### src/rtl/i2cs_pkg.sv
package i2cs_pkg;
  typedef enum logic [2:0] {
    S_IDLE,
    S_ADDR,
    S_WADDR,
    S_WDATA,
    S_RDATA
  } bus_st_e;

  localparam logic [3:0] DEV_TYPE = 4'b1010;
endpackage

### src/rtl/i2cs_line_sync.sv
module i2cs_line_sync #(
  parameter int STAGES = 2
) (
  input  logic clk,
  input  logic rst_n,
  input  logic scl_i,
  input  logic sda_i,
  output logic sda_s,
  output logic scl_rise,
  output logic scl_fall,
  output logic start_det,
  output logic stop_det
);
  logic [STAGES-1:0] scl_ff, sda_ff;
  logic scl_q, sda_q;
  logic scl_n, sda_n;

  assign scl_n = scl_ff[STAGES-1];
  assign sda_n = sda_ff[STAGES-1];

  always_ff @(posedge clk or negedge rst_n) begin
    if (!rst_n) begin
      scl_ff <= '1;
      sda_ff <= '1;
      scl_q  <= 1'b1;
      sda_q  <= 1'b1;
    end else begin
      scl_ff <= {scl_ff[STAGES-2:0], scl_i};
      sda_ff <= {sda_ff[STAGES-2:0], sda_i};
      scl_q  <= scl_n;
      sda_q  <= sda_n;
    end
  end

  assign sda_s     = sda_n;
  assign scl_rise  = scl_n & ~scl_q;
  assign scl_fall  = ~scl_n & scl_q;
  assign start_det = scl_n & scl_q & sda_q & ~sda_n;
  assign stop_det  = scl_n & scl_q & ~sda_q & sda_n;
endmodule

### src/rtl/i2cs_busy_timer.sv
module i2cs_busy_timer #(
  parameter int CYCLES = 1000000,
  localparam int CW = $clog2(CYCLES + 1)
) (
  input  logic clk,
  input  logic rst_n,
  input  logic load,
  output logic busy
);
  logic [CW-1:0] cnt_q;

  always_ff @(posedge clk or negedge rst_n) begin
    if (!rst_n) cnt_q <= '0;
    else if (load) cnt_q <= CW'(CYCLES);
    else if (cnt_q != '0) cnt_q <= cnt_q - 1'b1;
  end

  assign busy = (cnt_q != '0);

  assert_load_busy_R5: assert property (@(posedge clk) disable iff (!rst_n)
    load |=> busy);
endmodule

### src/rtl/i2cs_page_buf.sv
module i2cs_page_buf #(
  parameter int OW = 4,
  parameter int TW = 5,
  localparam int DEPTH = 1 << OW
) (
  input  logic          clk,
  input  logic          rst_n,
  input  logic          wen,
  input  logic [OW-1:0] woff,
  input  logic [7:0]    wdata,
  input  logic          clr,
  input  logic          commit,
  input  logic [TW-1:0] commit_tag,
  output logic          flushing,
  output logic          wr_valid,
  input  logic          wr_ready,
  output logic [TW-1:0] wr_tag,
  output logic [OW-1:0] wr_off,
  output logic [7:0]    wr_data
);
  logic [7:0]       mem_q [DEPTH];
  logic [DEPTH-1:0] vld_q;
  logic [OW-1:0]    idx_q;
  logic [TW-1:0]    tag_q;
  logic             advance;

  assign advance = flushing && (!vld_q[idx_q] || wr_ready);

  always_ff @(posedge clk) begin
    if (wen && !flushing) mem_q[woff] <= wdata;
  end

  always_ff @(posedge clk or negedge rst_n) begin
    if (!rst_n) begin
      vld_q    <= '0;
      idx_q    <= '0;
      tag_q    <= '0;
      flushing <= 1'b0;
    end else if (flushing) begin
      if (advance) begin
        vld_q[idx_q] <= 1'b0;
        idx_q        <= idx_q + 1'b1;
        if (idx_q == OW'(DEPTH - 1)) flushing <= 1'b0;
      end
    end else if (commit) begin
      flushing <= 1'b1;
      idx_q    <= '0;
      tag_q    <= commit_tag;
    end else if (clr) begin
      vld_q <= '0;
    end else if (wen) begin
      vld_q[woff] <= 1'b1;
    end
  end

  assign wr_valid = flushing && vld_q[idx_q];
  assign wr_data  = mem_q[idx_q];
  assign wr_off   = idx_q;
  assign wr_tag   = tag_q;

  assert_hold_R11: assert property (@(posedge clk) disable iff (!rst_n)
    (wr_valid && !wr_ready) |=> (wr_valid && $stable(wr_data) && $stable(wr_off) && $stable(wr_tag)));
endmodule

### src/rtl/serial_mem_slave.sv
module serial_mem_slave
  import i2cs_pkg::*;
#(
  parameter int             AW          = 8,
  parameter int             OW          = 4,
  parameter int             BUSY_CYCLES = 1000000,
  parameter logic [AW-1:0]  WEN_ADDR    = '0,
  localparam int            TW          = AW - OW + 1
) (
  input  logic          clk,
  input  logic          rst_n,
  input  logic          scl_i,
  input  logic          sda_i,
  output logic          sda_oe,
  input  logic [1:0]    dev_sel,
  output logic          acc_sector,
  output logic [AW-1:0] acc_addr,
  input  logic [7:0]    acc_rdata,
  input  logic          acc_reject,
  output logic          wr_valid,
  input  logic          wr_ready,
  output logic          wr_sector,
  output logic [AW-1:0] wr_addr,
  output logic [7:0]    wr_data
);
  logic sda_s, scl_rise, scl_fall, start_det, stop_det;
  logic tmr_busy, flushing, busy;

  bus_st_e       st_q;
  logic [3:0]    bit_cnt_q;
  logic          ack_ph_q;
  logic [7:0]    shreg_q, tx_sh_q;
  logic          sda_oe_q, sector_q, rw_q, have_data_q, mack_q, wen_txn_q;
  logic [AW-1:0] ptr_q;

  logic byte_done, ack_end, addr_ok, stop_ok;
  logic buf_wen, buf_clr, tmr_load;
  logic [TW-1:0] wr_tag;
  logic [OW-1:0] wr_off;

  i2cs_line_sync #(.STAGES(2)) u_sync (
    .clk(clk), .rst_n(rst_n), .scl_i(scl_i), .sda_i(sda_i),
    .sda_s(sda_s), .scl_rise(scl_rise), .scl_fall(scl_fall),
    .start_det(start_det), .stop_det(stop_det)
  );

  assign busy      = tmr_busy | flushing;
  assign byte_done = scl_fall && (st_q != S_IDLE) && !ack_ph_q && (bit_cnt_q == 4'd8);
  assign ack_end   = scl_fall && (st_q != S_IDLE) && ack_ph_q;
  assign addr_ok   = (shreg_q[7:4] == DEV_TYPE) && (shreg_q[3:2] == dev_sel);
  assign stop_ok   = stop_det && (st_q == S_WDATA) && have_data_q && !ack_ph_q
                     && (bit_cnt_q <= 4'd1);
  assign buf_wen   = ack_end && (st_q == S_WDATA);
  assign buf_clr   = (start_det || stop_det) && !busy && !stop_ok;
  assign tmr_load  = stop_ok && !wen_txn_q;

  always_ff @(posedge clk or negedge rst_n) begin
    if (!rst_n) begin
      st_q        <= S_IDLE;
      bit_cnt_q   <= '0;
      ack_ph_q    <= 1'b0;
      shreg_q     <= '0;
      tx_sh_q     <= '0;
      sda_oe_q    <= 1'b0;
      sector_q    <= 1'b0;
      rw_q        <= 1'b0;
      ptr_q       <= '0;
      have_data_q <= 1'b0;
      mack_q      <= 1'b0;
      wen_txn_q   <= 1'b0;
    end else if (start_det) begin
      if (!busy) st_q <= S_ADDR;
      bit_cnt_q   <= '0;
      ack_ph_q    <= 1'b0;
      sda_oe_q    <= 1'b0;
      have_data_q <= 1'b0;
    end else if (stop_det) begin
      st_q        <= S_IDLE;
      bit_cnt_q   <= '0;
      ack_ph_q    <= 1'b0;
      sda_oe_q    <= 1'b0;
      have_data_q <= 1'b0;
    end else if (st_q != S_IDLE) begin
      if (scl_rise) begin
        if (!ack_ph_q && bit_cnt_q != 4'd8) begin
          shreg_q   <= {shreg_q[6:0], sda_s};
          bit_cnt_q <= bit_cnt_q + 1'b1;
        end else if (ack_ph_q) begin
          mack_q <= !sda_s;
        end
      end
      if (byte_done) begin
        case (st_q)
          S_ADDR: begin
            if (addr_ok) begin
              ack_ph_q <= 1'b1;
              sda_oe_q <= 1'b1;
              sector_q <= shreg_q[1];
              rw_q     <= shreg_q[0];
            end else begin
              st_q     <= S_IDLE;
              sda_oe_q <= 1'b0;
            end
          end
          S_WADDR: begin
            ack_ph_q  <= 1'b1;
            sda_oe_q  <= 1'b1;
            ptr_q     <= shreg_q[AW-1:0];
            wen_txn_q <= sector_q && (shreg_q[AW-1:0] == WEN_ADDR);
          end
          S_WDATA: begin
            if (!acc_reject) begin
              ack_ph_q <= 1'b1;
              sda_oe_q <= 1'b1;
            end else begin
              st_q     <= S_IDLE;
              sda_oe_q <= 1'b0;
            end
          end
          S_RDATA: begin
            ack_ph_q <= 1'b1;
            sda_oe_q <= 1'b0;
            ptr_q    <= ptr_q + AW'(1);
          end
          default: st_q <= S_IDLE;
        endcase
      end else if (ack_end) begin
        ack_ph_q  <= 1'b0;
        bit_cnt_q <= '0;
        sda_oe_q  <= 1'b0;
        case (st_q)
          S_ADDR: begin
            if (rw_q) begin
              st_q     <= S_RDATA;
              tx_sh_q  <= acc_rdata;
              sda_oe_q <= !acc_rdata[7];
            end else begin
              st_q <= S_WADDR;
            end
          end
          S_WADDR: st_q <= S_WDATA;
          S_WDATA: begin
            ptr_q       <= {ptr_q[AW-1:OW], ptr_q[OW-1:0] + OW'(1)};
            have_data_q <= 1'b1;
          end
          S_RDATA: begin
            if (mack_q) begin
              tx_sh_q  <= acc_rdata;
              sda_oe_q <= !acc_rdata[7];
            end else begin
              st_q <= S_IDLE;
            end
          end
          default: st_q <= S_IDLE;
        endcase
      end else if (scl_fall && st_q == S_RDATA && bit_cnt_q != 4'd0) begin
        tx_sh_q  <= {tx_sh_q[6:0], 1'b0};
        sda_oe_q <= !tx_sh_q[6];
      end
    end
  end

  i2cs_page_buf #(.OW(OW), .TW(TW)) u_buf (
    .clk(clk), .rst_n(rst_n),
    .wen(buf_wen), .woff(ptr_q[OW-1:0]), .wdata(shreg_q),
    .clr(buf_clr), .commit(stop_ok), .commit_tag({sector_q, ptr_q[AW-1:OW]}),
    .flushing(flushing),
    .wr_valid(wr_valid), .wr_ready(wr_ready),
    .wr_tag(wr_tag), .wr_off(wr_off), .wr_data(wr_data)
  );

  i2cs_busy_timer #(.CYCLES(BUSY_CYCLES)) u_tmr (
    .clk(clk), .rst_n(rst_n), .load(tmr_load), .busy(tmr_busy)
  );

  assign sda_oe     = sda_oe_q;
  assign acc_sector = sector_q;
  assign acc_addr   = ptr_q;
  assign wr_sector  = wr_tag[TW-1];
  assign wr_addr    = {wr_tag[TW-2:0], wr_off};

  assert_idle_quiet_R1: assert property (@(posedge clk) disable iff (!rst_n)
    (st_q == S_IDLE) |-> !sda_oe_q);

  assert_busy_from_stop_R5: assert property (@(posedge clk) disable iff (!rst_n)
    $rose(tmr_busy) |-> $past(stop_det));

  assert_busy_silent_R5: assert property (@(posedge clk) disable iff (!rst_n)
    busy |-> !sda_oe_q);

  assert_page_fixed_R4: assert property (@(posedge clk) disable iff (!rst_n)
    wr_valid |-> (wr_addr[AW-1:OW] == ptr_q[AW-1:OW]));
endmodule

### config.mk
export PLATFORM = sky130hd
export DESIGN_NAME = serial_mem_slave
export DESIGN_NICKNAME = d
export VERILOG_FILES = /design/src/rtl/i2cs_pkg.sv /design/src/rtl/i2cs_line_sync.sv /design/src/rtl/i2cs_busy_timer.sv /design/src/rtl/i2cs_page_buf.sv /design/src/rtl/serial_mem_slave.sv
export SDC_FILE = /design/constraint.sdc
export NUM_CORES = 1
export LEC_CHECK = 0
export BUFFER_PORTS_ARGS = -buffer_cell sky130_fd_sc_hd__clkbuf_2
export CAP_MARGIN = 20
export CORE_ASPECT_RATIO = 1.1
export CORE_UTILIZATION = 56
export DETAILED_ROUTE_END_ITERATION = 8
export PLACE_DENSITY = 0.75
export SETUP_SLACK_MARGIN = 0.05
export SLEW_MARGIN = 10
export SYNTH_ARGS = -nofsm -noshare
export SYNTH_HDL_FRONTEND = slang
export SYNTH_SLANG_ARGS = --single-unit
### constraint.sdc
create_clock -name clk -period 2.1 [get_ports clk]
set_input_delay 0.21 -clock clk [delete_from_list [all_inputs] [get_ports clk]]
set_output_delay 0.21 -clock clk [all_outputs]
set_load 0.02 [all_outputs]
==> run metrics <==
Synth Register Bits=between 200 and 250; DR pass1 iterations=5; # nets final=between 800 and 900; CP arrival=about 2.4 ns; drt drc=0; Final HPWL DP=16600 µm; die area=0.0182 mm²; WP data required=1.89 ns; Worst Tran Pin Value=0.750 ns; crit path max fanout=12; share of cells above drive strength 1=40.2%; total CTS buffers=22; routability cong.=just over 0.9; CTS clk-pin slew, worst paths=about 0.060 ns; failing checks=setup timing; synth warn=0; # fillers=between 1000 and 1500; number of port buffers=43; Tmin final=between 2 and 3 ns; FP Rows=50; CORE AREA=~0.017 mm²; WS Path Type=reg2out; top post-synthesis cells by area=edfxtp_1 39%, dfrtp_1 21%, mux4_2 10%; post-synthesis cell type count=72; clk_skew=~0.019 ns; Hold Path Class=in2reg; ys async rst share=about 40%; GR Overflow Total=0; Gate Count Post-Synth=694; Synth top area share=a little under 40%; Pins Over Slew Limit=0; Setup crit start kind=register; routed wire length per instance=approximately 24 µm; Root Driver=clkbuf_16; Synthesized Nets=724; Initial DRC Count=between 500 and 600; Final Hold Viols=0; die width=around 130 µm; Util after Layout=74.3%; TNS Setup=-7.56 ns; antenna cell count=0; via/cell ratio=6.30; pin count of the biggest net entering global routing=51; Die Height=approximately 140 µm; worst reg-to-reg setup slack=-0.24 ns; clk buf depth=3; CTS tree=built; Worst-Skew Late Latency=0.51 ns; Yosys top cell by area=edfxtp_1; Vias=6985; Commonest cells post-synth=128 x edfxtp_1, 83 x dfrtp_1, 44 x mux4_2; Seq/Total Area, Yosys=approximately three fifths; maximum vdd drop=roughly 0.00075 V; Synth Flop Type=edfxtp_1; gr usage total=between 20% and 30%; initial antenna violation count=0; # Max-Cap Violations=0; Initial Util=57.8%; first-pass GRT wire length=between 30000 and 40000 µm; Top Ports=44; R2R cell count=10; RSZ-0062 raised after global routing=true; post-route ant nets=0; clk sinks=about 220; fmax=between 0.3 and 0.4 GHz; area grow syn2layout=28.6%; Pwr Density=between 1000 and 1500 mW/mm²; Finish-stage setup viols=between 60 and 70; synthesized area per cell=roughly 14 µm²; final WL=26300 µm; Slew headroom=about half; vias in the first global route=between 7000 and 8000; Min-Delay Path Depth=4; Tcrit/Tclk final=124%; element type at the critical path end=output port; Syn Std Cell Area=about 0.0099 mm²; leakage=~4.9 nW; Final WS setup=-0.500 ns; status=finished with violations; htree depth=1; most common cell in the netlist=edfxtp_1; EDFF count, synth=roughly 130
[logic make-up (layout without fill, tap and decap cells)]
kind of cell | Yosys count | in the layout | share of synthesized area [%]
multiplexers | 77 | 77 | 13.6
AO/OA/AOI/OAI | 131 | 131 | 8.84
XOR/XNOR | 13 | 13 | 1.15
buffers and inverters | 51 | 232 | 2.16
flip-flops | 217 | 217 | 61.4
AND/OR/NAND/NOR | 191 | 191 | 11.1
adder cells (fa/ha/maj) | 14 | 14 | 1.77
[path summary, 6_finish.rpt]
kind                                                     to                         from
worst min register to register   u_sync.sda_ff[1]$_DFF_PN1_   u_sync.sda_ff[0]$_DFF_PN1_
worst max register to register  u_buf.wr_off[1]$_DFFE_PN0P_  u_buf.wr_off[0]$_DFFE_PN0P_
worst max-delay path                             wr_data[0]  u_buf.wr_off[0]$_DFFE_PN0P_
worst min-delay path                 tx_sh_q[5]$_DFFE_PN0P_                 acc_rdata[5]
min in group asynchronous                sda_oe$_DFFE_PN0P_                        rst_n
max in group asynchronous       u_buf.wr_off[0]$_DFFE_PN0P_                        rst_n
[registers in the layout, summed over array words and instances, names as in the netlist, 2 cells and up]
name and cells:
acc_addr 8, bit_cnt_q 4, shreg_q 8, st_q 3, tx_sh_q 7, u_buf.mem_q 128
u_buf.vld_q 16, u_buf.wr_off 4, u_buf.wr_tag 5, u_sync.scl_ff 2, u_sync.sda_ff 2, u_tmr.cnt_q 20
[routing by layer]
metal | GRT usage [%] | vias to the layer above | share of wire (%)
li1 | - | 3049 | -
met1 | 36.1 | 3556 | 37
met2 | 53.5 | 317 | 54
met3 | 3.51 | 63 | 6.6
met4 | 9.29 | 0 | 2.8
met5 | 0 | - | 0
[worst max-delay path, cell delays in order (launching register included)]
cell	delay [ns]
dfrtp_2	0.45
buf_12	0.19
mux4_2	0.56
mux4_2	0.51
buf_2	0.18
[power by group]
group | internal, mW | leakage (nW) | switching, mW
combinational | 2.92 | 2.23 | 3.17
clock | 2.61 | 0.389 | 1.63
sequential | 5.43 | 2.27 | 0.669
total | 11.0 | 4.89 | 5.46
[final cells by class]
type / count / area [µm²] / share of cell area (%)
tap: 234 / 293 / 2.30
clock buffer: 29 / 628 / 4.93
multi-input combinational: 426 / 3940 / 31.0
timing repair buffer: 170 / 1530 / 12.0
sequential: 217 / 6090 / 47.8
inverter: 22 / 85.1 / 0.668
clock inverter: 11 / 169 / 1.33
[cell usage in the layout (no fill, tap or decap), types with 8 or more instances in the layout]
master       n
ha_1        13
clkbuf_2    34
or4_1        8
nand2b_1     9
dfrtp_1     76
and2_4      14
buf_4       93
inv_1       18
nand2_1     37
mux2_2      23
buf_6       15
a21oi_1     29
edfxtp_1   128
buf_12      18
o31ai_1     14
nor2_1      31
xor2_1       9
mux2i_1      8
mux4_2      44
o21ai_1      8
o21ai_0     18
clkbuf_16   24
nand3_1     18
nor3_1      13
[what timing repair did]
action                                  CTS  global route
pin swaps                                 5            20
buffers inserted                         13             8
gates cloned                              1             1
endpoints found under the setup margin   99           182
hold buffers                              4             0
endpoints found under the hold margin    48             0
gates resized for setup                  39            80
[per-stage QoR]
step	hold slack, ns	total power [mW]	instances	cell area (µm²)	worst slack (ns)
3_3_place_gp	0.276	11.1	1042	11200	0.0193
4_1_cts	0.0102	15.9	1100	12400	-0.519
3_5_place_dp	0.289	11.3	1042	11200	-0.0166
5_1_grt	0.0365	17.1	1109	12700	-0.544
2_1_floorplan	-0.0856	9.48	694	9970	-0.0466
6_report	0.0191	16.4	1109	12700	-0.500
(Power assumes the default switching activity.)
